## src/rtl/txs_pkg.sv

```systemverilog
package txs_pkg;
  typedef enum logic [1:0] {
    ST_IDLE = 2'd0,
    ST_REQ  = 2'd1,
    ST_BUSY = 2'd2
  } txs_state_e;

  localparam int REG_W = 32;
endpackage

```

## src/rtl/txs_thr_reg.sv

```systemverilog
module txs_thr_reg #(
  parameter int THR_W = 11
) (
  input  logic                      clk,
  input  logic                      rst_n,
  input  logic                      wr,
  input  logic [txs_pkg::REG_W-1:0] wdata,
  input  logic                      halted,
  output logic [THR_W-1:0]          thr,
  output logic [txs_pkg::REG_W-1:0] rdata
);
  localparam int PAD_W = txs_pkg::REG_W - THR_W;

  always_ff @(posedge clk) begin
    if (!rst_n)             thr <= '0;
    else if (wr && halted)  thr <= wdata[THR_W-1:0];
  end

  assign rdata = {{PAD_W{1'b0}}, thr};
endmodule

```

## src/rtl/txs_start_cond.sv

```systemverilog
module txs_start_cond #(
  parameter int THR_W = 11,
  parameter int LVL_W = 14
) (
  input  logic             clk,
  input  logic             rst_n,
  input  logic [THR_W-1:0] thr,
  input  logic [LVL_W-1:0] level,
  input  logic             full,
  input  logic             frame_wr_done,
  input  logic             consume,
  output logic             cond
);
  localparam int SCL_W = THR_W + 2;
  localparam int CMP_W = (LVL_W > SCL_W) ? LVL_W : SCL_W;

  logic [SCL_W-1:0] scaled;
  logic [CMP_W-1:0] lvl_x, thr_x;
  logic             frame_seen;

  assign scaled = {thr, 2'b00};
  assign lvl_x  = CMP_W'(level);
  assign thr_x  = CMP_W'(scaled);

  always_ff @(posedge clk) begin
    if (!rst_n)       frame_seen <= 1'b0;
    else if (consume) frame_seen <= 1'b0;
    else              frame_seen <= frame_seen | frame_wr_done;
  end

  assign cond = (lvl_x > thr_x) | full | frame_wr_done | frame_seen;
endmodule

```

## src/rtl/txs_req_fsm.sv

```systemverilog
module txs_req_fsm (
  input  logic clk,
  input  logic rst_n,
  input  logic cond,
  input  logic halted,
  input  logic mac_ack,
  input  logic frame_done,
  output logic go,
  output logic start_req
);
  import txs_pkg::*;

  txs_state_e st, st_n;

  assign go = (st == ST_IDLE) && !halted && cond;

  always_comb begin
    st_n = st;
    unique case (st)
      ST_IDLE: if (go)         st_n = ST_REQ;
      ST_REQ:  if (mac_ack)    st_n = ST_BUSY;
      ST_BUSY: if (frame_done) st_n = ST_IDLE;
      default:                 st_n = ST_IDLE;
    endcase
  end

  always_ff @(posedge clk) begin
    if (!rst_n) st <= ST_IDLE;
    else        st <= st_n;
  end

  assign start_req = (st == ST_REQ);
endmodule

```

## src/rtl/tx_start_ctrl.sv

```systemverilog
module tx_start_ctrl #(
  parameter int THR_W = 11,
  parameter int LVL_W = 14
) (
  input  logic             clk,
  input  logic             rst_n,
  input  logic             cfg_wr,
  input  logic [31:0]      cfg_wdata,
  output logic [31:0]      cfg_rdata,
  input  logic             tx_halted,
  input  logic [LVL_W-1:0] fifo_level,
  input  logic             fifo_full,
  input  logic             frame_wr_done,
  input  logic             mac_ack,
  input  logic             frame_done,
  output logic             start_req
);
  logic [THR_W-1:0] thr;
  logic             cond, go;

  txs_thr_reg #(.THR_W(THR_W)) u_reg (
    .clk(clk), .rst_n(rst_n), .wr(cfg_wr), .wdata(cfg_wdata),
    .halted(tx_halted), .thr(thr), .rdata(cfg_rdata)
  );

  txs_start_cond #(.THR_W(THR_W), .LVL_W(LVL_W)) u_cond (
    .clk(clk), .rst_n(rst_n), .thr(thr), .level(fifo_level),
    .full(fifo_full), .frame_wr_done(frame_wr_done),
    .consume(go), .cond(cond)
  );

  txs_req_fsm u_fsm (
    .clk(clk), .rst_n(rst_n), .cond(cond), .halted(tx_halted),
    .mac_ack(mac_ack), .frame_done(frame_done),
    .go(go), .start_req(start_req)
  );
endmodule

```

## config.mk

```make
export PLATFORM = sky130hd
export DESIGN_NAME = tx_start_ctrl
export DESIGN_NICKNAME = d
export VERILOG_FILES = /design/src/rtl/txs_pkg.sv /design/src/rtl/txs_thr_reg.sv /design/src/rtl/txs_start_cond.sv /design/src/rtl/txs_req_fsm.sv /design/src/rtl/tx_start_ctrl.sv
export SDC_FILE = /design/constraint.sdc
export NUM_CORES = 1
export LEC_CHECK = 0
export BUFFER_PORTS_ARGS = -buffer_cell sky130_fd_sc_hd__buf_2
export CAP_MARGIN = 10
export CORE_MARGIN = 2
export CORE_UTILIZATION = 34
export DETAILED_ROUTE_END_ITERATION = 8
export GPL_TIMING_DRIVEN = 0
export PLACE_DENSITY = 0.78
export SLEW_MARGIN = 0
export SYNTH_ARGS = -nofsm -noshare
export SYNTH_HDL_FRONTEND = slang
export SYNTH_SLANG_ARGS = --single-unit
```

## constraint.sdc

```tcl
create_clock -name clk -period 1.4 [get_ports clk]
set_input_delay 0.35 -clock clk [delete_from_list [all_inputs] [get_ports clk]]
set_output_delay 0.35 -clock clk [all_outputs]
set_load 0.01 [all_outputs]
```

==> results of run 1 <==
registers in the layout, indices dropped and copies added (netlist names):
name,cells
u_fsm.st,2
u_reg.thr,11
u_cond.frame_seen,1
critical path, stage by stage (launching register included):
cell	delay (ns)
dfxtp_2	0.35
inv_2	0.05
ha_4	0.25
nand4b_1	0.12
or2_1	0.26
a21oi_1	0.17
nor3_2	0.07
o21ai_1	0.13
cells in the final DEF, fill, tap and decap left out, types with 2 or more instances in the layout:
cell type,netlist,layout
a21o_1,2,2
nand2_1,24,24
ha_4,0,4
nor2b_1,4,3
inv_2,0,3
nand3_1,2,2
o21ai_0,2,2
clkbuf_4,0,3
clkbuf_1,2,2
inv_1,11,8
a21oi_1,5,5
buf_2,1,45
a21boi_0,11,11
dfxtp_2,0,7
dfxtp_1,14,7
ha_1,11,7
nor2_1,2,2
buf_4,21,21
conb_1,1,21
layer usage:
layer,global-route usage [%],part of all wire (%),routed length (um),up-vias
met1,16.42,42,895,393
met5,0,0,0,-
met2,22.73,49,1029,35
li1,-,-,-,504
met3,2.232,8.6,182,2
met4,5.980,0.47,10,0
stage by stage:
| step | hold slack, ns | power (mW) | util [%] | setup WS, ns | setup TNS, ns |
|---|---|---|---|---|---|
| final | 0.3071 | 0.9507 | 51.00 | -0.05589 | -0.05589 |
| after CTS | 0.3036 | 0.9582 | 50.91 | -0.06250 | -0.06250 |
| after global placement | 0.4612 | 0.7196 | 48.28 | -0.1701 | -0.1701 |
| after global routing | 0.2937 | 1.031 | 51.00 | -0.1505 | -0.1505 |
| after floorplan | 0.4639 | 0.6302 | - | 0.004028 | 0 |
| after detailed placement | 0.4618 | 0.7239 | 48.28 | -0.1787 | -0.1787 |
final cells by class:
class                   count  area (um2)
fillers                   292        1351
clock buffers               3       22.52
well taps                  31       38.79
plain buffers              24       170.2
inverters                  11       41.29
flip-flops and latches     14       289.0
multi-input cells          96       624.3
repair buffers             44       220.2
cells by family (layout without fill, tap and decap cells):
| kind of cell | Yosys count | after routing | synth area share [%] |
|---|---|---|---|
| AOI/OAI and AO/OA | 25 | 25 | 17.56 |
| adders and majority gates | 11 | 11 | 13.99 |
| buffers and inverters | 35 | 82 | 21.50 |
| DFF | 14 | 14 | 28.50 |
| other | 1 | 21 | 0.3813 |
| and+or+nand+nor | 39 | 39 | 18.07 |
where the power goes:
group          leakage (nW)  internal (mW)  switching [mW]
Combinational         0.591          0.153           0.138
Clock                0.0138         0.0994           0.120
Sequential            0.118          0.424          0.0164
path summary, 6_finish.rpt:
kind                              startpoint      endpoint  slack, ns  depth (start not counted)
worst max-delay path            u_reg.thr[9]   u_fsm.st[0]      -0.06                          7
worst min-delay path            cfg_wdata[9]  u_reg.thr[9]       0.31                          3
worst max register to register  u_reg.thr[9]   u_fsm.st[0]      -0.06                          7
worst min register to register  u_reg.thr[5]  u_reg.thr[5]       0.47                          2
timing repair:
| action | CTS | global route |
|---|---|---|
| setup endpoints to repair | 1 | 2 |
| hold endpoints to repair | 0 | 0 |
| pin swaps | 2 | 0 |
| setup buffers | 0 | 0 |
| resized for setup | 7 | 1 |
==> impl_results.md, run 1 <==
- WL/cell: 9.493 um
- Worst VDD drop: 0.4894 mV
- Max cap viols: 0
- IO Port Bufs: 44
- Register area share after synthesis: 28.50%
- Fraction of final layout cells sized beyond drive strength 1: 44.79%
- Clk slew on worst S/H paths: 0.08 ns
- Crit path capture type: flip-flop
- Hold Violations, Final: 0
- Num rows: 19
- Placed insts: 220
- Worst-path fanout max: 3
- Cell Area, Synth: 983.4 um2
- Die area: 3339 um2
- DP HPWL: 1.756 mm
- Clk Latency, worst-skew pair: 0.27 ns
- RD Place Congestion: 0.7653
- Synth area leaders: dfxtp_1 (28%), buf_4 (16%), ha_1 (14%)
- Diodes inserted: 0
- Flop and latch count out of synthesis: 14
- Chip width: 57.78 um
- Starting density of the core: 35.66%
- Final worst setup slack: -0.05589 ns
- Fmax achieved: 686.9 MHz
- DR iter-0 viols: 25
- CTS buffer count: 3
- Largest net degree at the start of global routing: 11
- DRC viols: 0
- Tcrit/Tclk final: 104.0%
- Top-area cell type share of the netlist area: 28.50%
- Top-count cell post-synth: nand2_1
- H-tree depth: 1
- Via density per instance: 4.188
- Clock Sinks: 14
- Vias: 934
- Post-synthesis cell type count: 26
- Final Max Tran Viols: 0
- IO Pins: 87
- Yosys top cell by area: dfxtp_1
- Failing checks: negative setup slack
- Via count of the first global-routing pass: 858
- Pre-Repair DR Iteration Count: 2
- LEAKAGE: 0.7222 nW
- Hold crit path type: in2reg
- CP arrival: 1.67 ns
- Chip height: 57.78 um
- Core Area: 2758 um2
- Synth Area per Inst: 7.868 um2
- Initial antenna violation count: 0
- Minimum clock period: 1.456 ns
- Total track usage: 13.34%
- Root Buffer: clkbuf_4
- Wire length of the first global-routing pass: 3.436 mm
- Synth warnings: 0
- Area Growth Syn to Fin: 43.00%
- Status: finished, violations left
- Top cells by count, synth: nand2_1 (24), buf_4 (21), dfxtp_1 (14)
- Nets@finish: 259
- Final setup fails: 1
- Cell area power density: 676.0 nW/um2
- Non-filler cells, final: 223
- CTS tree: done
- Gr ovfl total: 0
- RSZ-0062 raised after global routing: yes
- CTS Buffer Depth: 2
- CP required: 1.61 ns
- Post-Route WL: 2.117 mm
- Asr flop ratio synth: 0%
- Main synth FF type: dfxtp_1
- Startpoint types: flip-flop
- Post-synth EDFFs: 0
- Synthesized instance count: 125
- Placed cell area: 1331 um2
- Final Skew: 0.004904 ns
- Hold Buf Count CTS: 0
- Path type of the worst setup path: reg2reg
- Finished Cell Area: 1406 um2
- DRT antenna net count: 0
No activity file was read; power rests on OpenSTA's default activity.
==> inputs of run 2 (changes only) <==
- CORE_UTILIZATION: 34 -> 36
- PLACE_DENSITY: 0.78 -> 0.77
- SYNTH_HIERARCHICAL: default -> 1
==> run 2 against run 1 <==
The run still ends with negative setup slack left. Die area grew 11%. Clock power grew 37%. Non-clock buffer count increased by 18. Critical endpoint is now u_fsm/st[0]. Largest cell class unchanged. Largest power group unchanged. Highest routed layer is now met3.
==> impl_results.md, run 2 <==
- Nets@finish: 280
- Diodes inserted: 0
- DRC viols: 0
- Commonest non-fill, non-tap cell in the layout: buf_2
- Largest register by flop count: u_reg/thr
- Die area: 3714 um2
- Hold crit path type: in2reg
- Area Growth Syn to Fin: 55.84%
- Total track usage: 15.13%
- Final TNS setup: -0.6972 ns
- Final setup fails: 2
- Num rows: 20
- Synth warnings: 6
- Top cells by count, synth: buf_4 (34), dfxtp_1 (14), nand2_1 (14)
- Minimum clock period: 1.818 ns
- Fraction of final layout cells sized beyond drive strength 1: 67.76%
- Core Area: 3078 um2
- Worst VDD drop: 0.5125 mV
- Final Skew: 0.007618 ns
- Clock Sinks: 14
- IO Port Bufs: 44
- Chip width: 60.95 um
- Hold Startpoint: cfg_wdata[0]
- Post-synth EDFFs: 0
- Main synth FF type: dfxtp_1
- Adder-Cell Fraction of Synth Area: 11.79%
- Status: finished, violations left
- Wire length of the first global-routing pass: 4.215 mm
- DRT antenna net count: 0
- Pwr Total: 1.173 mW
- Synthesized instance count: 141
- Via density per instance: 4.380
- Via count of the first global-routing pass: 1,016
- Placed cell area: 1590 um2
- RD Place Congestion: 0.7657
- Post-synthesis compound-gate area fraction: 14.15%
- Hold Path Sink: u_reg/thr[0]
- Initial antenna violation count: 0
- Flop and latch count out of synthesis: 14
- Synth Area per Inst: 8.279 um2
- Crit path capture type: flip-flop
- Tcrit/Tclk final: 129.9%
- Register area share after synthesis: 24.01%
- CTS buffer count: 3
- Main combinational cell family by area after synthesis: buffers and inverters
- RSZ-0062 raised after global routing: yes
- Starting density of the core: 37.93%
- Post-synthesis simple-gate area fraction: 21.11%
- WL/cell: 10.80 um
- Failing checks: negative setup slack
- Hold Violations, Final: 0
- Post-synthesis cell type count: 28
- LEAKAGE: 0.8661 nW
- Top-area cell type share of the netlist area: 24.01%
- Vias: 1,130
- DP HPWL: 2.040 mm
- Largest net degree at the start of global routing: 11
- Pre-Repair DR Iteration Count: 4
- Hold Crit Depth: 3
- Proportion of synthesized area in mux cells: 0%
- Yosys top cell by area: dfxtp_1
- Chip height: 60.95 um
- Worst-path fanout max: 2
- Most frequent cells in the layout: buf_2 (46), buf_4 (37), conb_1 (21), nand4_1 (13), nand2_1 (13)
- CTS Buffer Depth: 2
- CP arrival: 2.04 ns
- IO Pins: 87
- Cell Area, Synth: 1167 um2
- Fin util: 59.11%
- Path type of the worst setup path: reg2reg
- Cell area power density: 644.8 nW/um2
- Reg2reg path depth: 8
- Gr ovfl total: 0
- Fmax achieved: 550.0 MHz
- Final Max Tran Viols: 0
- Asr flop ratio synth: 0%
- FF-to-FF setup slack: -0.42 ns
- Max FFs per register: 11
- Root Buffer: clkbuf_4
- H-tree depth: 1
- CP required: 1.62 ns
- Worst flop-to-flop path endpoint: u_fsm/st[0]
- DR iter-0 viols: 37
- Clk Latency, worst-skew pair: 0.29 ns
- Clk slew on worst S/H paths: 0.10 ns
- Top Registers: u_reg/thr x11, u_fsm/st x2, u_cond/frame_seen x1
- Final worst setup slack: -0.4183 ns
- Top-count cell post-synth: buf_4
- Finished Cell Area: 1819 um2
- Hold_ws: 0.2995 ns
- Synth area leaders: dfxtp_1 (24%), buf_4 (22%), ha_1 (12%)
- Max cap viols: 0
- Startpoint types: flip-flop
- Post-Route WL: 2.787 mm
- Post-Synth XOR/XNOR Area: 0%
- CTS tree: done
- Reg2reg start: u_reg/thr[9]
run 2: cell count changes after synthesis, moves of 3 or more:
| cell | delta |
|---|---|
| buf_4 | +13 |
| nand2_1 | -10 |
| nor2b_1 | -3 |
| nand4_1 | +12 |
| o21ai_2 | +10 |
| a21boi_0 | -11 |
run 2: area by class of cell:
class	instances	area, um2
Clock buffer	4	36.28
Buffer	28	217.7
Multi-Input combinational cell	97	827.0
Tap cell	44	55.05
Fill cell	298	1259
Timing Repair Buffer	58	332.8
Inverter	13	56.30
Sequential cell	14	294.0
run 2: repair_timing:
action	4_1_cts	5_1_grt
gates resized for setup	21	13
pin swaps	11	11
setup endpoints to repair	2	3
hold buffers	0	0
buffers inserted	14	0
run 2: worst max path at each step:
stage	depth (start not counted)	to	start	slack [ns]
final	8	u_fsm/st[0]	u_reg/thr[9]	-0.42
after global routing	8	u_fsm/st[0]	u_reg/thr[5]	-0.51
after CTS	8	u_fsm/st[0]	u_reg/thr[9]	-0.47
after detailed placement	9	u_fsm/st[0]	u_reg/thr[10]	-0.54
after global placement	9	u_fsm/st[0]	u_reg/thr[10]	-0.49
after floorplan	9	u_fsm/st[0]	u_reg/thr[9]	-0.40
run 2: per-layer routing:
metal	GRT usage [%]	part of all wire, %	up-vias
met2	29.49	53	42
met4	1.553	0	0
li1	-	-	579
met5	0	0	-
met3	4.051	6.3	0
met1	16.77	41	509
run 2: cells by family (layout without fill, tap and decap cells):
family	after synthesis	in the layout
buffers and inverters	50	103
and+or+nand+nor	42	42
AOI/OAI and AO/OA	23	23
DFF	14	14
adders and majority gates	11	11
other	1	21
run 2: per-stage QoR:
step           cells  setup slack [ns]
6_report         258           -0.4183
5_1_grt          258           -0.5066
4_1_cts          260           -0.4748
3_5_place_dp     249           -0.5442
3_3_place_gp     249           -0.4859
2_1_floorplan    161           -0.4026
run 2: where the power goes:
| group | internal [mW] | switching (mW) | total [mW] |
|---|---|---|---|
| Combinational | 0.228 | 0.203 | 0.431 |
| Clock | 0.158 | 0.144 | 0.302 |
| Sequential | 0.423 | 0.0179 | 0.440 |
run 2: worst max-delay path, stage by stage, from the launching register on:
cell and delay (ns):
dfxtp_2 0.35, inv_2 0.04, ha_4 0.27, nand2_4 0.06, nor4_4 0.28, a221oi_2 0.11
a21oi_2 0.14, or3b_1 0.38, a21oi_2 0.12
==> inputs of run 3 (changes only) <==
- RECOVER_POWER: default -> 100
==> run 3 against run 2 <==
The flow still finishes with violations (negative setup slack). Design area down 2.0%. Total power down 1.0%. Non-clock buffer count unchanged. Highest routed layer unchanged. Sequential share of layout area about the same. Maximum frequency about the same. Sequential power about the same. Clock power about the same. Clock-buffer cell count unchanged. Clock skew about the same. First-iteration DRC count down 24%.
==> impl_results.md, run 3 (synthesis results as in run 2) <==
- Via count of the first global-routing pass: 1,016
- Final Max Tran Viols: 0
- Largest register by flop count: u_reg/thr
- FF-to-FF setup slack: -0.42 ns
- Final Skew: 0.007303 ns
- Worst VDD drop: 0.5014 mV
- Chip width: 60.95 um
- GR peak layer: met2
- RSZ-0062 raised after global routing: yes
- Via density per instance: 4.419
- Reg2reg path depth: 8
- Multi-input logic area: 800.8 um2
- Commonest non-fill, non-tap cell in the layout: buf_2
- Tcrit/Tclk final: 129.9%
- Vias: 1,140
- Root Buffer: clkbuf_4
- Met3 Use GR: 4.051%
- Placed insts: 249
- Hold Violations, Final: 0
- Failing checks: negative setup slack
- Final setup fails: 2
- Wire length of the first global-routing pass: 4.215 mm
- Sw Ratio: 30.87%
- DR iter-0 viols: 28
- Die area: 3714 um2
- Initial antenna violation count: 0
- GRT met1 Usage: 16.77%
- RD Place Congestion: 0.7657
- CP arrival: 2.04 ns
- Startpoint types: flip-flop
- DRT antenna net count: 0
- Hold Buf Count CTS: 0
- Reg power frac: 37.8%
- IO Pins: 87
- GRT met2 Usage: 29.49%
- Area Growth Syn to Fin: 52.73%
- Core Area: 3078 um2
- Finished Cell Area: 1783 um2
- Starting density of the core: 37.93%
- Post-Route WL: 2.819 mm
- Fmax achieved: 550.1 MHz
- Hold Crit Depth: 3
- Worst-path fanout max: 2
- Num rows: 20
- Minimum clock period: 1.818 ns
- P_sw: 0.3584 mW
- Most frequent cells in the layout: buf_2 (43), buf_4 (37), conb_1 (21), nand4_1 (13), nand2_1 (13)
- Hold crit path type: in2reg
- DP HPWL: 2.040 mm
- Worst flop-to-flop path endpoint: u_fsm/st[0]
- Hold Path Sink: u_reg/thr[9]
- Gr ovfl total: 0
- Crit path capture type: flip-flop
- Top Registers: u_reg/thr x11, u_fsm/st x2, u_cond/frame_seen x1
- Pwr Total: 1.161 mW
- Max FFs per register: 11
- Final TNS setup: -0.6975 ns
- Total track usage: 15.13%
- Placed cell area: 1590 um2
- LEAKAGE: 0.8404 nW
- H-tree depth: 1
- Clk Latency, worst-skew pair: 0.28 ns
- CTS Buffer Depth: 2
- Pre-Repair DR Iteration Count: 4
- Chip height: 60.95 um
- Fraction of final layout cells sized beyond drive strength 1: 60.75%
- Reg2reg start: u_reg/thr[9]
- Non-filler cells, final: 258
- Status: finished, violations left
- Max cap viols: 0
- Final worst setup slack: -0.4180 ns
- Largest net degree at the start of global routing: 11
- CTS tree: done
- Clock Sinks: 14
- Diodes inserted: 0
- Clk slew on worst S/H paths: 0.09 ns
- WL/cell: 10.93 um
- Path type of the worst setup path: reg2reg
- Fin util: 57.93%
- Cell area power density: 651.2 nW/um2
- Layout fillers: 311
- CP required: 1.62 ns
- Nets@finish: 280
- FF+latch area: 287.8 um2
- Hold Startpoint: cfg_wdata[9]
- Combinational share of power: 36.3%
- P_int: 0.8027 mW
- Clock Power Share: 25.8%
- IO Port Bufs: 44
- CTS buffer count: 3
- DRC viols: 0
-- run 3: cell types whose count changed in the layout (fill, tap and decap cells not counted) --
cell and delta:
a21boi_0 +1, a21boi_1 -1, buf_2 -3, clkbuf_1 +3
dfxtp_1 +5, dfxtp_2 -5, o21ai_0 +7, o21ai_2 -7
-- run 3: what timing repair did --
| action | CTS | global route |
|---|---|---|
| buffers inserted | 14 | 0 |
| gates resized for setup | 21 | 13 |
| pin swaps | 11 | 11 |
| setup endpoints to repair | 2 | 3 |
-- run 3: cell type report --
class,instances,share of cell area (%)
inverters,13,3.158
multi-input cells,97,44.91
clock buffers,4,2.035
repair buffers,58,18.53
well taps,44,3.088
plain buffers,28,12.14
flip-flops and latches,14,16.14
-- run 3: per-stage QoR --
stage	hold slack [ns]	worst slack (ns)
2_1_floorplan	0.4610	-0.4026
6_report	0.2907	-0.4180
5_1_grt	0.3055	-0.5066
3_5_place_dp	0.4603	-0.5442
3_3_place_gp	0.4515	-0.4859
4_1_cts	0.2991	-0.4748
-- run 3: routing by layer --
layer  up-vias  routed length, um  part of all wire, %
li1        578                  -                    -
met1       516               1164                   41
met2        46               1463                   52
met3         0                191                  6.8
met4         0                  0                    0
met5         -                  0                    0
-- run 3: worst max path at each step --
stage                        from          end  slack (ns)  cells after the start
finish               u_reg/thr[9]  u_fsm/st[0]       -0.42                      8
global route         u_reg/thr[5]  u_fsm/st[0]       -0.51                      8
CTS                  u_reg/thr[9]  u_fsm/st[0]       -0.47                      8
detailed placement  u_reg/thr[10]  u_fsm/st[0]       -0.54                      9
global placement    u_reg/thr[10]  u_fsm/st[0]       -0.49                      9
floorplan            u_reg/thr[9]  u_fsm/st[0]       -0.40                      9
-- run 3: power groups by stage --
stage / registers [mW] / clock network (mW) / logic [mW]
after CTS: 0.439 / 0.306 / 0.399
final: 0.439 / 0.300 / 0.422
after floorplan: 0.454 / 0 / 0.234
after global placement: 0.450 / 0 / 0.334
after global routing: 0.442 / 0.324 / 0.466
after detailed placement: 0.450 / 0 / 0.339
-- run 3: critical path, stage by stage (launching register included) --
cell and delay (ns):
dfxtp_2 0.35, inv_2 0.04, ha_4 0.27, nand2_4 0.06
nor4_4 0.28, a221oi_2 0.11, a21oi_2 0.14, or3b_1 0.38
a21oi_2 0.12
